--- src/rtl/irq_ctrl_pkg.sv ---
package irq_ctrl_pkg;
  localparam int unsigned ERR_W       = 6;
  localparam int unsigned INTX_BASE   = 32'h184;
  localparam int unsigned INTX_STRIDE = 32'h010;
  localparam int unsigned OFS_ESET    = 4;
  localparam int unsigned OFS_ECLR    = 8;
  localparam int unsigned EOI_ADDR    = 32'h050;
  localparam int unsigned ERR_RAW     = 32'h1C0;
  localparam int unsigned ERR_MSK     = 32'h1C4;
  localparam int unsigned ERR_SET     = 32'h1C8;
  localparam int unsigned ERR_CLR     = 32'h1CC;
  // fatal class: bit 1 (fatal) and bit 4 (tag lookup)
  localparam logic [ERR_W-1:0] ERR_FATAL_MASK = 6'b01_0010;
endpackage

--- src/rtl/irq_intx_chan.sv ---
module irq_intx_chan (
  input  logic clk_i,
  input  logic rst_ni,
  input  logic level_i,
  input  logic en_set_i,
  input  logic en_clr_i,
  input  logic eoi_i,
  output logic pend_o,
  output logic en_o,
  output logic irq_o
);
  logic pend_q, en_q, armed_q, irq_q;
  logic fire;

  assign fire = pend_q & en_q & armed_q;

  always_ff @(posedge clk_i or negedge rst_ni) begin
    if (!rst_ni) begin
      pend_q  <= 1'b0;
      en_q    <= 1'b0;
      armed_q <= 1'b1;
      irq_q   <= 1'b0;
    end else begin
      pend_q <= level_i;
      if (en_set_i)      en_q <= 1'b1;
      else if (en_clr_i) en_q <= 1'b0;
      // a pulse disarms; EOI only matters once disarmed
      if (fire)       armed_q <= 1'b0;
      else if (eoi_i) armed_q <= 1'b1;
      irq_q <= fire;
    end
  end

  assign pend_o = pend_q;
  assign en_o   = en_q;
  assign irq_o  = irq_q;


  irq_pulse_chk: assert property (@(posedge clk_i) disable iff (!rst_ni)
    irq_q |=> !irq_q);

  irq_needs_en_chk: assert property (@(posedge clk_i) disable iff (!rst_ni)
    irq_q |-> $past(en_q));

  irq_disarm_chk: assert property (@(posedge clk_i) disable iff (!rst_ni)
    irq_q |-> !armed_q);

  rearm_by_eoi_chk: assert property (@(posedge clk_i) disable iff (!rst_ni)
    $rose(armed_q) |-> $past(eoi_i));
endmodule

--- src/rtl/irq_err_bank.sv ---
module irq_err_bank
  import irq_ctrl_pkg::*;
(
  input  logic             clk_i,
  input  logic             rst_ni,
  input  logic [ERR_W-1:0] ev_i,
  input  logic [ERR_W-1:0] en_set_i,
  input  logic [ERR_W-1:0] en_clr_i,
  input  logic [ERR_W-1:0] clr_i,
  output logic [ERR_W-1:0] raw_o,
  output logic [ERR_W-1:0] en_o,
  output logic [ERR_W-1:0] masked_o
);
  logic [ERR_W-1:0] raw_q, en_q;

  always_ff @(posedge clk_i or negedge rst_ni) begin
    if (!rst_ni) begin
      raw_q <= '0;
      en_q  <= '0;
    end else begin
      raw_q <= (raw_q & ~clr_i) | ev_i;  // new event beats clear
      en_q  <= (en_q & ~en_clr_i) | en_set_i;
    end
  end

  assign raw_o    = raw_q;
  assign en_o     = en_q;
  assign masked_o = raw_q & en_q;


  raw_sticky_chk: assert property (@(posedge clk_i) disable iff (!rst_ni)
    rst_ni |=> ((raw_q & ($past(raw_q) & ~$past(clr_i))) == ($past(raw_q) & ~$past(clr_i))));

  event_wins_chk: assert property (@(posedge clk_i) disable iff (!rst_ni)
    rst_ni |=> ((raw_q & $past(ev_i)) == $past(ev_i)));
endmodule

--- src/rtl/intx_err_irq_ctrl.sv ---
module intx_err_irq_ctrl
  import irq_ctrl_pkg::*;
#(
  parameter int unsigned N_INTX = 4,
  parameter int unsigned ADDR_W = 12,
  parameter int unsigned DATA_W = 32
) (
  input  logic              clk_i,
  input  logic              rst_ni,
  input  logic [N_INTX-1:0] intx_i,
  input  logic [ERR_W-1:0]  err_ev_i,
  input  logic              reg_we_i,
  input  logic [ADDR_W-1:0] reg_addr_i,
  input  logic [DATA_W-1:0] reg_wdata_i,
  output logic [DATA_W-1:0] reg_rdata_o,
  output logic [N_INTX-1:0] intx_irq_o,
  output logic              err_irq_o,
  output logic              err_fatal_o
);
  localparam logic [ADDR_W-1:0] A_EOI  = ADDR_W'(EOI_ADDR);
  localparam logic [ADDR_W-1:0] A_ERAW = ADDR_W'(ERR_RAW);
  localparam logic [ADDR_W-1:0] A_EMSK = ADDR_W'(ERR_MSK);
  localparam logic [ADDR_W-1:0] A_ESET = ADDR_W'(ERR_SET);
  localparam logic [ADDR_W-1:0] A_ECLR = ADDR_W'(ERR_CLR);

  function automatic logic [ADDR_W-1:0] intx_addr(int unsigned idx, int unsigned ofs);
    return ADDR_W'(INTX_BASE + idx * INTX_STRIDE + ofs);
  endfunction

  logic [N_INTX-1:0] ch_set, ch_clr, ch_eoi, ch_pend, ch_en;
  logic [ERR_W-1:0]  e_set, e_clr, e_wclr, e_raw, e_en, e_msk;

  always_comb begin
    for (int i = 0; i < N_INTX; i++) begin
      ch_set[i] = reg_we_i && reg_addr_i == intx_addr(i, OFS_ESET) && reg_wdata_i[0];
      ch_clr[i] = reg_we_i && reg_addr_i == intx_addr(i, OFS_ECLR) && reg_wdata_i[0];
      ch_eoi[i] = reg_we_i && reg_addr_i == A_EOI && reg_wdata_i == DATA_W'(i);
    end
    e_set  = (reg_we_i && reg_addr_i == A_ESET) ? reg_wdata_i[ERR_W-1:0] : '0;
    e_clr  = (reg_we_i && reg_addr_i == A_ECLR) ? reg_wdata_i[ERR_W-1:0] : '0;
    e_wclr = (reg_we_i && (reg_addr_i == A_ERAW || reg_addr_i == A_EMSK))
             ? reg_wdata_i[ERR_W-1:0] : '0;
  end

  for (genvar g = 0; g < N_INTX; g++) begin : g_chan
    irq_intx_chan u_chan (
      .clk_i    (clk_i),
      .rst_ni   (rst_ni),
      .level_i  (intx_i[g]),
      .en_set_i (ch_set[g]),
      .en_clr_i (ch_clr[g]),
      .eoi_i    (ch_eoi[g]),
      .pend_o   (ch_pend[g]),
      .en_o     (ch_en[g]),
      .irq_o    (intx_irq_o[g])
    );
  end

  irq_err_bank u_err (
    .clk_i    (clk_i),
    .rst_ni   (rst_ni),
    .ev_i     (err_ev_i),
    .en_set_i (e_set),
    .en_clr_i (e_clr),
    .clr_i    (e_wclr),
    .raw_o    (e_raw),
    .en_o     (e_en),
    .masked_o (e_msk)
  );

  always_comb begin
    reg_rdata_o = '0;
    for (int i = 0; i < N_INTX; i++) begin
      if (reg_addr_i == intx_addr(i, 0)) reg_rdata_o[0] = ch_pend[i];
      if (reg_addr_i == intx_addr(i, OFS_ESET) || reg_addr_i == intx_addr(i, OFS_ECLR))
        reg_rdata_o[0] = ch_en[i];
    end
    if (reg_addr_i == A_ERAW) reg_rdata_o[ERR_W-1:0] = e_raw;
    if (reg_addr_i == A_EMSK) reg_rdata_o[ERR_W-1:0] = e_msk;
    if (reg_addr_i == A_ESET || reg_addr_i == A_ECLR) reg_rdata_o[ERR_W-1:0] = e_en;
  end

  assign err_irq_o   = |e_msk;
  assign err_fatal_o = |(e_msk & ERR_FATAL_MASK);


  fatal_is_error_chk: assert property (@(posedge clk_i) disable iff (!rst_ni)
    err_fatal_o |-> (e_raw != '0));
endmodule

--- config.mk ---
export PLATFORM = sky130hd
export DESIGN_NAME = intx_err_irq_ctrl
export DESIGN_NICKNAME = d
export VERILOG_FILES = /design/src/rtl/irq_ctrl_pkg.sv /design/src/rtl/irq_intx_chan.sv /design/src/rtl/irq_err_bank.sv /design/src/rtl/intx_err_irq_ctrl.sv
export SDC_FILE = /design/constraint.sdc
export NUM_CORES = 1
export LEC_CHECK = 0
export BUFFER_PORTS_ARGS = -buffer_cell sky130_fd_sc_hd__buf_2
export CORE_MARGIN = 2
export CORE_UTILIZATION = 47
export DETAILED_ROUTE_END_ITERATION = 6
export GPL_TIMING_DRIVEN = 1
export PLACE_DENSITY = 0.84
export SLEW_MARGIN = 40
export SYNTH_ARGS = -nofsm -noshare
export SYNTH_HDL_FRONTEND = slang
export SYNTH_SLANG_ARGS = --single-unit
--- constraint.sdc ---
create_clock -name clk_i -period 4.1 [get_ports clk_i]
set_input_delay 0.615 -clock clk_i [delete_from_list [all_inputs] [get_ports clk_i]]
set_output_delay 0.615 -clock clk_i [all_outputs]
set_load 0.01 [all_outputs]
==> flow_summary.toml <==
[global_route]
grt_busiest_layer = "met2"
use_met3 = 0.01585
track_usage = 0.1862
grt_pass1_wl_um = 6099
grt_pass1_vias = 1358
grtUsageMet1 = 0.2600
grt_overflow = 0
antenna_found_initial = 0
gr-usage-met2 = 0.2995
grt_max_degree = 29

[clock_network]
root_buffer = "clkbuf_4"
cts_tree = "done"
post_cts_buffers = 0
clockBufferDepth = 2
clk_latency_ps = 330
hold_buffers = 0
cts_resized = 0
clkSlewWorstSetupHoldPaths_ps = 150
cts_htree_levels = 1
clock_sinks = 28
cts_buffers = 3

[sta]
tns_ps = 0
post-route-period-util = 0.6712
setup_viol = 0
slew_headroom = 0.5955
final_hold_viol_count = 0
finalClockSkew_ps = 5.176
setup_ws_ps = 1348
finalCriticalPeriod_ps = 2752
slew_violations = 0
hold_ws_ps = 269.5
fmax_mhz = 363.4
rsz0062_at_grt = "false"
worstMarginPinSlew_ps = 606.7

[placement]
dp.cells = 281
place_ws_ps = 1355
place_congestion = 0.8245
dpl.hpwl_um = 2966
dpl_cell_area_um2 = 1909
portBuffers = 68

[power_and_ir_drop]
p_leak_nw = 0.9587
pwr_density_cell_nw_per_um2 = 275.4
ir_drop_uv = 187.0

[cells_and_area]
area_delta_synth_final_pct = 16.23
n_antenna_cell = 0
instances_no_fill = 285
final_net_count = 297
design_area_um2 = 1962
drive_gt1_frac = 0.3389
n_fill_cell = 321

[worst_setup_path]
path_class = "in -> out"
critPathLaunchType = "input port"
cp.arrival_ps = 2140
critPathMaxFanout = 2
worstSetupEndpointType = "output port"
worstPathRequired_ps = 3480

[route]
drc = 0
via_per_inst = 5.319
ant_nets = 0
post_drt_wl_per_cell_um = 12.91
finalWirelength_um = 3678
drt-initial-drc-count = 55
vias = 1516
dr.pass1.iters = 5

[die]
ioPinCount = 95
die_h_um = 63.93
die_area_um2 = 4086
core.rowCount = 21
fp.coreArea_um2 = 3390
die_w_um = 63.93
initial_utilization = 0.4980

[flow_run]
max_cap_viol_count = 0

[outcome]
outcome = "complete, no violations"

[min_path]
min_path_type = "in -> async"

[logic_synthesis]
yosysSeqAreaShare = 0.4181
synth_warnings = 0
synth_seq_cells = 28
synthCells = 180
synth_top_flop_cell = "dfrtp_1"
avgSynthCellArea_um2 = 9.377
synth_edf_count = 0
syn_area_um2 = 1688
synth.distinct_cells = 39
async_flop_share = 1.000
[cell type report]
cell class,count,area (µm²),area share
well taps,46,57.56,0.02934
repair buffers,68,340.3,0.1735
clock buffers,3,22.52,0.01148
multi-input cells,134,787.0,0.4011
flip-flops and latches,28,705.7,0.3597
inverters,5,18.77,0.009566
clock inverters,1,30.03,0.01531
[critical path, cell delays in order]
cell,delay (ps)
buf_2,100
or4_4,530
or3_1,360
a221o_1,290
o21ai_1,90
buf_2,150
[sequential cells by signal, indices dropped and copies added, names as in the netlist]
| signal | cells |
|---|---|
| g_chan.u_chan.en_o | 4 |
| g_chan.u_chan.irq_o | 4 |
| g_chan.u_chan.pend_o | 4 |
| u_err.raw_o | 6 |
| u_err.en_o | 6 |
| g_chan.u_chan.armed_q | 4 |
[power breakdown]
part	switching, mW	total [mW]	internal (mW)	leakage (nW)
combinational	0.0450	0.0736	0.0286	0.599
sequential	0.00277	0.285	0.283	0.332
clock	0.0824	0.181	0.0989	0.0279
total	0.130	0.540	0.410	0.959
[worst paths after layout]
path,slack (ps),depth (start not counted),startpoint,end
min in group clk_i,380,1,intx_i[2],g_chan[2].u_chan.pend_o$_DFF_PN0_
worst max-delay path,1350,6,reg_addr_i[9],reg_rdata_o[0]
worst max register to register,3160,3,g_chan[3].u_chan.armed_q$_DFFE_PN1P_,g_chan[3].u_chan.armed_q$_DFFE_PN1P_
worst min-delay path,270,1,rst_ni,g_chan[1].u_chan.pend_o$_DFF_PN0_
max in group asynchronous,3440,1,rst_ni,g_chan[3].u_chan.irq_o$_DFF_PN0_
worst min register to register,480,2,g_chan[1].u_chan.armed_q$_DFFE_PN1P_,g_chan[1].u_chan.armed_q$_DFFE_PN1P_
[cells by family after synthesis]
logic type / synth area share
other: 0.002222
buffers and inverters: 0.1712
AND/OR/NAND/NOR: 0.2187
multiplexers: 0.02594
flip-flops: 0.4181
AO/OA/AOI/OAI: 0.1638
[synthesized netlist by cell type (2+ instances only)]
library cell,instances,area (µm²)
clkbuf_1,5,18.77
nand4_1,2,12.51
nor4b_1,3,26.28
nand3_1,19,95.09
nor3_1,2,10.01
inv_1,5,18.77
nand2b_1,2,12.51
nand4b_1,2,17.52
a21o_1,6,45.04
o31ai_1,3,22.52
o21ai_1,17,85.08
nor4_1,6,37.54
nand3b_1,2,15.01
buf_4,32,240.2
o22ai_1,6,37.54
and4_1,2,17.52
nor2_1,8,30.03
dfrtp_1,24,600.6
or4_4,2,22.52
dfstp_2,4,105.1
nand2_1,10,37.54
[layout by cell type (no fill, tap or decap), drive strengths merged, types with 3 or more instances in the layout]
cell type,Yosys,routed
inv,5,5
clkbuf,5,3
nand3,19,19
nand2,10,10
nor2,8,8
conb,1,26
dfrtp,24,24
o21ai,18,18
dfstp,4,4
nor4,6,6
o22ai,6,6
buf,33,68
a21o,6,6
nor4b,3,3
o31ai,4,4
[per-stage QoR]
stage | utilization | power (mW)
after floorplan | - | 0.3416
after global routing | 0.5788 | 0.5611
final | 0.5788 | 0.5404
after CTS | 0.5788 | 0.5400
after global placement | 0.5633 | 0.3618
after detailed placement | 0.5633 | 0.3636
[layer usage]
layer | share of wire | vias up
met5 | 0 | -
met4 | 0.013 | 0
met2 | 0.48 | 69
met3 | 0.058 | 4
met1 | 0.44 | 723
li1 | - | 720
Power figures use the tool's default switching activity.
